**config.mk**
```make
export PLATFORM = sky130hd
export DESIGN_NAME = pwm_duty_clamp
export DESIGN_NICKNAME = d
export VERILOG_FILES = /design/src/rtl/pdc_pkg.sv /design/src/rtl/pdc_sync.sv /design/src/rtl/pdc_width.sv /design/src/rtl/pdc_gate.sv /design/src/rtl/pwm_duty_clamp.sv
export SDC_FILE = /design/constraint.sdc
export NUM_CORES = 1
export LEC_CHECK = 0
export ABC_CLOCK_PERIOD_IN_PS = 9500
export BUFFER_PORTS_ARGS = -buffer_cell sky130_fd_sc_hd__buf_2
export CORE_MARGIN = 2
export CORE_UTILIZATION = 45
export DETAILED_ROUTE_END_ITERATION = 6
export GPL_ROUTABILITY_DRIVEN = 0
export HOLD_SLACK_MARGIN = 0.03
export PLACE_DENSITY = 0.71
export SETUP_SLACK_MARGIN = 0.2
export SYNTH_ARGS = -nofsm -noshare
export SYNTH_HDL_FRONTEND = slang
export SYNTH_SLANG_ARGS = --single-unit
```
**constraint.sdc**
```tcl
create_clock -name clk -period 9.5 [get_ports clk]
set_clock_uncertainty 0.15 [all_clocks]
set_input_delay 0.95 -clock clk [delete_from_list [all_inputs] [get_ports clk]]
set_output_delay 0.95 -clock clk [all_outputs]
set_load 0.005 [all_outputs]
```
**src/rtl/pdc_pkg.sv**
```systemverilog
package pdc_pkg;
   localparam int unsigned PDC_MIN_SYNC = 2;

   typedef enum logic [1:0] {
      GATE_IDLE = 2'd0,
      GATE_PASS = 2'd1,
      GATE_CUT  = 2'd2
   } gate_st_e;
endpackage

```
**src/rtl/pdc_sync.sv**
```systemverilog
module pdc_sync #(
   parameter int unsigned STAGES = 2
) (
   input  logic clk,
   input  logic rst_n,
   input  logic din,
   output logic lvl,
   output logic rise
);
   logic [STAGES-1:0] sh_q;
   logic              prev_q;

   generate
      if (STAGES == 1) begin : g_one
         always_ff @(posedge clk or negedge rst_n) begin
            if (!rst_n) sh_q <= '0;
            else        sh_q <= din;
         end
      end else begin : g_chain
         always_ff @(posedge clk or negedge rst_n) begin
            if (!rst_n) sh_q <= '0;
            else        sh_q <= {sh_q[STAGES-2:0], din};
         end
      end
   endgenerate

   always_ff @(posedge clk or negedge rst_n) begin
      if (!rst_n) prev_q <= 1'b0;
      else        prev_q <= sh_q[STAGES-1];
   end

   assign lvl  = sh_q[STAGES-1];
   assign rise = sh_q[STAGES-1] & ~prev_q;
endmodule

```
**src/rtl/pdc_width.sv**
```systemverilog
module pdc_width #(
   parameter int unsigned CNT_W      = 16,
   parameter int unsigned LIM_W      = 8,
   parameter int unsigned DEF_PERIOD = 500,
   parameter int unsigned FILT_SHIFT = 2
) (
   input  logic             clk,
   input  logic             rst_n,
   input  logic             rise,
   input  logic [CNT_W-1:0] period_est,
   input  logic             period_valid,
   input  logic [LIM_W:0]   duty_limit,
   output logic [CNT_W-1:0] w_next,
   output logic             byp_next
);
   localparam logic [CNT_W-1:0] DEF_P  = CNT_W'(DEF_PERIOD);
   localparam int unsigned      PROD_W = CNT_W + LIM_W;

   logic [CNT_W-1:0]  filt_next;
   logic [CNT_W-1:0]  period_use;
   logic [PROD_W-1:0] prod;

   generate
      if (FILT_SHIFT == 0) begin : g_direct
         assign filt_next = period_est;
      end else begin : g_track
         logic [CNT_W-1:0]  filt_q;
         logic              seeded_q;
         logic signed [CNT_W:0] diff;
         logic signed [CNT_W:0] step;
         logic signed [CNT_W:0] sum;

         assign diff = $signed({1'b0, period_est}) - $signed({1'b0, filt_q});
         assign step = diff >>> FILT_SHIFT;
         assign sum  = $signed({1'b0, filt_q}) + step;
         assign filt_next = seeded_q ? sum[CNT_W-1:0] : period_est;

         always_ff @(posedge clk or negedge rst_n) begin
            if (!rst_n) begin
               filt_q   <= DEF_P;
               seeded_q <= 1'b0;
            end else if (rise) begin
               if (period_valid) begin
                  filt_q   <= filt_next;
                  seeded_q <= 1'b1;
               end else begin
                  seeded_q <= 1'b0;
               end
            end
         end
      end
   endgenerate

   assign period_use = period_valid ? filt_next : DEF_P;
   assign prod       = {{LIM_W{1'b0}}, period_use} * {{CNT_W{1'b0}}, duty_limit[LIM_W-1:0]};
   assign w_next     = prod[PROD_W-1:LIM_W];
   assign byp_next   = duty_limit[LIM_W];
endmodule

```
**src/rtl/pdc_gate.sv**
```systemverilog
module pdc_gate
   import pdc_pkg::*;
#(
   parameter int unsigned CNT_W = 16
) (
   input  logic             clk,
   input  logic             rst_n,
   input  logic             lvl,
   input  logic             rise,
   input  logic [CNT_W-1:0] w_next,
   input  logic             byp_next,
   output logic [CNT_W-1:0] width_q,
   output logic             byp_q,
   output logic             pwm_out
);
   gate_st_e         st_q;
   logic [CNT_W-1:0] cnt_q;

   always_ff @(posedge clk or negedge rst_n) begin
      if (!rst_n) begin
         st_q    <= GATE_IDLE;
         cnt_q   <= '0;
         width_q <= '0;
         byp_q   <= 1'b0;
      end else if (rise) begin
         width_q <= w_next;
         byp_q   <= byp_next;
         cnt_q   <= CNT_W'(1);
         st_q    <= (byp_next || (w_next != '0)) ? GATE_PASS : GATE_CUT;
      end else if (!lvl) begin
         st_q  <= GATE_IDLE;
         cnt_q <= '0;
      end else if (st_q == GATE_PASS) begin
         if (byp_q) begin
            st_q <= GATE_PASS;
         end else if (cnt_q < width_q) begin
            cnt_q <= cnt_q + 1'b1;
         end else begin
            st_q <= GATE_CUT;
         end
      end
   end

   assign pwm_out = (st_q == GATE_PASS);
endmodule

```
**src/rtl/pwm_duty_clamp.sv**
```systemverilog
module pwm_duty_clamp #(
   parameter int unsigned CNT_W       = 16,
   parameter int unsigned LIM_W       = 8,
   parameter int unsigned SYNC_STAGES = 2,
   parameter int unsigned DEF_PERIOD  = 500,
   parameter int unsigned FILT_SHIFT  = 2
) (
   input  logic             clk,
   input  logic             rst_n,
   input  logic             pwm_in,
   input  logic [CNT_W-1:0] period_est,
   input  logic             period_valid,
   input  logic [LIM_W:0]   duty_limit,
   output logic             pwm_out
);
   if (SYNC_STAGES < pdc_pkg::PDC_MIN_SYNC) begin : g_bad_sync
      $error("SYNC_STAGES must be at least 2");
   end
   if (DEF_PERIOD >= (64'd1 << CNT_W)) begin : g_bad_def
      $error("DEF_PERIOD does not fit in CNT_W bits");
   end
   if (FILT_SHIFT >= CNT_W) begin : g_bad_filt
      $error("FILT_SHIFT must be below CNT_W");
   end
   if (LIM_W < 1) begin : g_bad_lim
      $error("LIM_W must be at least 1");
   end

   logic             lvl;
   logic             rise;
   logic [CNT_W-1:0] w_next;
   logic             byp_next;
   logic [CNT_W-1:0] width_q;
   logic             byp_q;

   pdc_sync #(.STAGES(SYNC_STAGES)) u_sync (
      .clk  (clk),
      .rst_n(rst_n),
      .din  (pwm_in),
      .lvl  (lvl),
      .rise (rise)
   );

   pdc_width #(
      .CNT_W     (CNT_W),
      .LIM_W     (LIM_W),
      .DEF_PERIOD(DEF_PERIOD),
      .FILT_SHIFT(FILT_SHIFT)
   ) u_width (
      .clk         (clk),
      .rst_n       (rst_n),
      .rise        (rise),
      .period_est  (period_est),
      .period_valid(period_valid),
      .duty_limit  (duty_limit),
      .w_next      (w_next),
      .byp_next    (byp_next)
   );

   pdc_gate #(.CNT_W(CNT_W)) u_gate (
      .clk     (clk),
      .rst_n   (rst_n),
      .lvl     (lvl),
      .rise    (rise),
      .w_next  (w_next),
      .byp_next(byp_next),
      .width_q (width_q),
      .byp_q   (byp_q),
      .pwm_out (pwm_out)
   );
endmodule

```
== Yosys cells after proc, flatten, opt, wreduce, memory -nomap -nowiden ==
Cells that the tools add are included.
Word-level totals
  register bits after elaboration: 55
  word-level logic and storage cells: 39
Cells by class
  add/subtract/negate cells: 3
  $mul: 1
  magnitude comparators: 1
  equal/unequal tests: 5
  mux-type cells: 14
  bitwise logic cells: 2
  reductions and logical operators: 5
Operators by type and width (number)
  two-way mux 16 bit: 7
  multiplier 16 x 8 -> 24 bit: 1
  subtractor 16 x 16 -> 17 bit: 1
  adder 16 x 1 -> 16 bit (second input constant): 1
  adder 16 x 15 -> 16 bit: 1
  < comparator 16 bit: 1
  nonzero test 16 bit: 1
  two-way mux 2 bit: 6
  inequality test 3 bit (second input constant): 2
  inequality test 4 x 3 -> 1 bit (second input constant): 1
  AND reduction 2 bit: 2
  inequality test 3 x 2 -> 1 bit (second input constant): 1
  AND reduction 3 bit: 1
  equality test 2 x 1 -> 1 bit (second input constant): 1
  AND 1 bit: 1
  logical OR 1 bit: 1
  two-way mux 1 bit: 1
  inverter 1 bit: 1

== Longest topological paths before layout ==
  depth after elaboration: 9
  mapped depth: 39
  gate-level depth less buffers: 38

== Hierarchy ==
From an unflattened synthesis, not the netlist that was laid out.
Unflattened totals
  cell total of the unflattened synthesis: 940
  area total of the unflattened synthesis: 8115.3 sq um
Modules (own cells, without submodules)
  pdc_width: times used 1, cells each 719, area an instance 6010.8 sq um
  pdc_gate: times used 1, cells each 217, area an instance 2015.7 sq um
  pdc_sync: times used 1, cells each 4, area an instance 88.8 sq um

== Worst setup path after synthesis ==
No wires, ideal clock.
  path kind: in2reg
  start point: input period_est[2]
  end point: register u_gate.st_q[1]
  setup time: 78 ps
  arrival time: 8778 ps
  required time: 9272 ps
  path slack: 494 ps
  cell stages on the path: 35
  path buffers: 1
  cells stage by stage: ha_1 > a21o_1 > a31o_2 > a41oi_2 > nand2b_1 > and2_1 > o21a_1 > o21a_1 > nor2_1 > xnor2_1 > ha_1 > or2_2 > a211o_1 > o221ai_4 > o21ai_2 > mux2_4 > a2111oi_4 > nor2_1 > fa_1 > fa_1 > fa_1 > inv_1 > fa_1 > inv_1 > ha_1 > clkbuf_1 > a21oi_1 > o21bai_1 > a21oi_1 > o21ai_0 > a2111oi_0 > a211o_1 > nand2_1 > nor4_1 > o21bai_1
On the way
  longest elaborated chain between the ends: 9
Ends and longest elaborated chain
  start, declared: line pwm_duty_clamp.sv:11  | input logic [CNT_W-1:0] period_est,
  subtractor 16 x 16 -> 17 bit: line pdc_width.sv:33  | assign diff = $signed({1'b0, period_est}) - $signed({1'b0, filt_q});
  adder 16 x 15 -> 16 bit: line pdc_width.sv:35  | assign sum = $signed({1'b0, filt_q}) + step;
  two-way mux 16 bit *: line pdc_width.sv:36  | assign filt_next = seeded_q ? sum[CNT_W-1:0] : period_est;
  two-way mux 16 bit *: line pdc_width.sv:54  | assign period_use = period_valid ? filt_next : DEF_P;
  multiplier 16 x 8 -> 24 bit *: line pdc_width.sv:55  | assign prod = {{LIM_W{1'b0}}, period_use} * {{CNT_W{1'b0}}, duty_limit[LIM_W-1:0]};
  nonzero test 16 bit *: line pdc_gate.sv:29  | st_q <= (byp_next || (w_next != '0)) ? GATE_PASS : GATE_CUT;
  logical OR 1 bit *: line pdc_gate.sv:29
  two-way mux 2 bit *: line pdc_gate.sv:29
  two-way mux 2 bit *: line pdc_gate.sv:25  | end else if (rise) begin
  end signal, assigned: line pdc_gate.sv:29
  end, declared: line pdc_gate.sv:16  | gate_st_e st_q;
Mark *: on every way between the ends. The rest lies on a longest branch, timed or not.
A chain may end at the register's enable or synchronous reset.

== Final worst setup path ==
Ends and elaborated chain as after synthesis.

==> flow_summary.toml <==
[run_status]
status = "finished clean"

[drt]
num_vias = 6522
drt_wl_total_um = 18480
drt-pass1-iter-count = 5
ant_nets = 0
initialDrtViolationCount = 401
via_per_inst = 5.408
wire_per_inst_um = 15.32
drc = 0

[synth]
synthTopCellsByCount = "inv_1, nand2_1, ha_1"
syn_inst = 958
postSynth.asyncResetShare = 1.000
synth_xor_area_frac = 0.04825
synth_compound_gate_area_share = 0.1365
yosysMostFrequentCell = "inv_1"
synthMuxAreaShare = 0.01792
synth_area_um2 = 8169
yosys_warnings = 0
synth-simple-area-share = 0.2111
synth_area_leaders = "fa_1, dfrtp_1, ha_1"
syn_area_per_cell_um2 = 8.527
synth-adder-area-share = 0.3391
synth_fp_nets = 1158
yosys.area.top_type = "fa_1"
synthDistinctLibCells = 68
synth_flop_cell = "dfrtp_1"
synth_top_family_by_area = "adder cells"
ys_seq_area_frac = 0.1694
synth_top_area_frac = 0.2059
synth-edff-count = 0
ys_seq_elements = 55

[sta]
setup_viol = 0
hold_violations = 0
worst_slew_margin_rel = 0.3556
fin_ws_ps = 663.4
grt_setup_unrepaired = "false"
tightest_slew_ps = 964.2
drv_slew = 0
period_minus_slack_ps = 8837
period_share = 0.9302
tns_ps = 0
max_freq_ghz = 0.1132

[setup_path]
start_kind = "input port"
cp_common_cell = "fa_1"
critPathMaxStageDelay_ps = 550
critPathTopFamily = "adder cells"
startpoint = "period_est[2]"
reg2regPathDepth = 35
slowest_stage = "fa_1"
r2r_end = "u_gate.st_q[1]$_DFFE_PN0P_"
cp_num_buf_inv = 3
reg2reg_from = "u_width.g_track.filt_q[2]$_DFFE_PN1P_"
cp.arrival_ps = 8910
worstSetupEndpointType = "flip-flop"
r2r_slack_ps = 840
path_max_fanout = 4
worstPathRequired_ps = 9570
crit_type = "in -> reg"

[clocking]
hold_buffers = 0
clock_latency_ps = 300
cts_tree = "done"
clkTransAtPathRegs_ps = 80
root_buffer = "clkbuf_16"
ctsLongestPathBuffers = 2
htreeDepth = 2
cts_buffers = 5
clock_sinks = 55

[final_layout]
drive_above_1_share = 0.08802
final_cells = 1206
area_growth_pct = 7.612
fillers = 1735
fin_nets = 1176
num_antenna_cells = 0

[placed_design]
dp_slack_ps = -5.241
placedCellCount = 1197
dp_hpwl_um = 14860
port_buffers = 29

[floorplanning]
rows = 49
core_area_um2 = 17900
ios = 30
die_width_um = 138.7
dieHeight_um = 138.7
die-area_um2 = 19250
initial_core_util = 0.4563

[job]
drv_cap = 0

[hold_path]
hold_depth = 0
holdCritStartpoint = "u_sync.sh_q[0]$_DFF_PN0_"
worstHoldEndpoint = "u_sync.sh_q[1]$_DFF_PN0_"
hp-class = "reg -> reg"

[global_routing]
grt_max_degree = 56
grt_usage = 0.1998
grt_pass1_vias = 6555
antenna_found_initial = 0
grt_pass1_wl_um = 32130
overflow = 0
[worst register-to-register path: cells and delay by family (launching register included)]
family                     cells  cell delay (ps)
AOI/OAI and AO/OA             14             2860
DFF                            1              560
adders and majority gates      7             2980
xor gates and xnor gates       2              260
buffers and inverters          3              140
and+or+nand+nor                8             1520
muxes                          1              130
[sequential cells by signal, indices dropped and copies added, names as in the netlist]
| signal | flops |
|---|---|
| u_gate.st_q | 2 |
| u_width.g_track.seeded_q | 1 |
| u_width.g_track.filt_q | 16 |
| u_sync.sh_q | 2 |
| u_gate.width_q | 16 |
| u_gate.cnt_q | 16 |
| u_sync.prev_q | 1 |
| u_gate.byp_q | 1 |
[logic make-up (layout without fill, tap and decap cells)]
group	count (synthesis)	count (layout)
AO/OA/AOI/OAI	161	161
AND/OR/NAND/NOR	345	345
flip-flops	55	55
adder cells (fa/ha/maj)	171	171
buffers and inverters	167	186
XOR/XNOR	45	45
multiplexers	14	14
[worst max-delay path by stage]
stage	endpoint	slack, ps	cells past startpoint
after floorplan	u_gate.st_q[1]$_DFFE_PN0P_	490	35
after global placement	u_gate.st_q[1]$_DFFE_PN0P_	170	36
after detailed placement	u_gate.st_q[1]$_DFFE_PN0P_	-5	35
after CTS	u_gate.st_q[1]$_DFFE_PN0P_	300	35
after global routing	u_gate.st_q[1]$_DFFE_PN0P_	190	35
final	u_gate.st_q[1]$_DFFE_PN0P_	660	35
[per-stage QoR]
step | cell area (µm²) | hold WS (ps) | utilization
after floorplan | 8169 | 181.2 | -
after global placement | 8551 | 183.6 | 0.4776
after detailed placement | 8551 | 184.7 | 0.4776
after CTS | 8718 | 201.9 | 0.4870
after global routing | 8791 | 224.0 | 0.4911
final | 8791 | 201.2 | 0.4911
[per-layer routing]
layer / track usage / part of all wire
met1: 0.2737 / 0.46
met2: 0.3424 / 0.48
met4: 0.03828 / 0.017
met5: 0 / 0
met3: 0.02797 / 0.044
[area by class of cell]
class	instances	area (µm²)	share of cell area
clock inverter	2	38.79	0.004412
clock buffer	6	128.9	0.01466
multi-input combinational	736	6215	0.7069
tap	229	286.5	0.03259
inverter	140	525.5	0.05978
timing repair buffer	38	212.7	0.02420
sequential	55	1384	0.1574
[repair_timing]
item / 4_1_cts / 5_1_grt
gates resized for setup: 0 / 20
setup buffers: 0 / 1
endpoints found under the hold margin: 0 / 0
endpoints found under the setup margin: 0 / 3
[cells in the final DEF, fill, tap and decap left out, drive strengths merged, types with 7 or more instances in the layout]
cell / Yosys / routed
inv: 140 / 141
nand2: 114 / 114
ha: 87 / 87
fa: 84 / 84
and2: 67 / 67
nor2: 60 / 60
dfrtp: 49 / 49
o21ai: 48 / 48
buf: 2 / 38
a21oi: 37 / 37
xnor2: 23 / 23
xor2: 22 / 22
nor3: 16 / 16
nand3: 14 / 14
a21o: 13 / 13
and3: 13 / 13
nand4: 12 / 12
mux2i: 12 / 12
nor2b: 12 / 12
or3: 9 / 9
o21a: 8 / 8
nand2b: 8 / 8
a211oi: 7 / 7
Power is left out: the tool's default activity adds up to more than one toggle a clock period on the data nets, which glitch-free logic cannot reach.
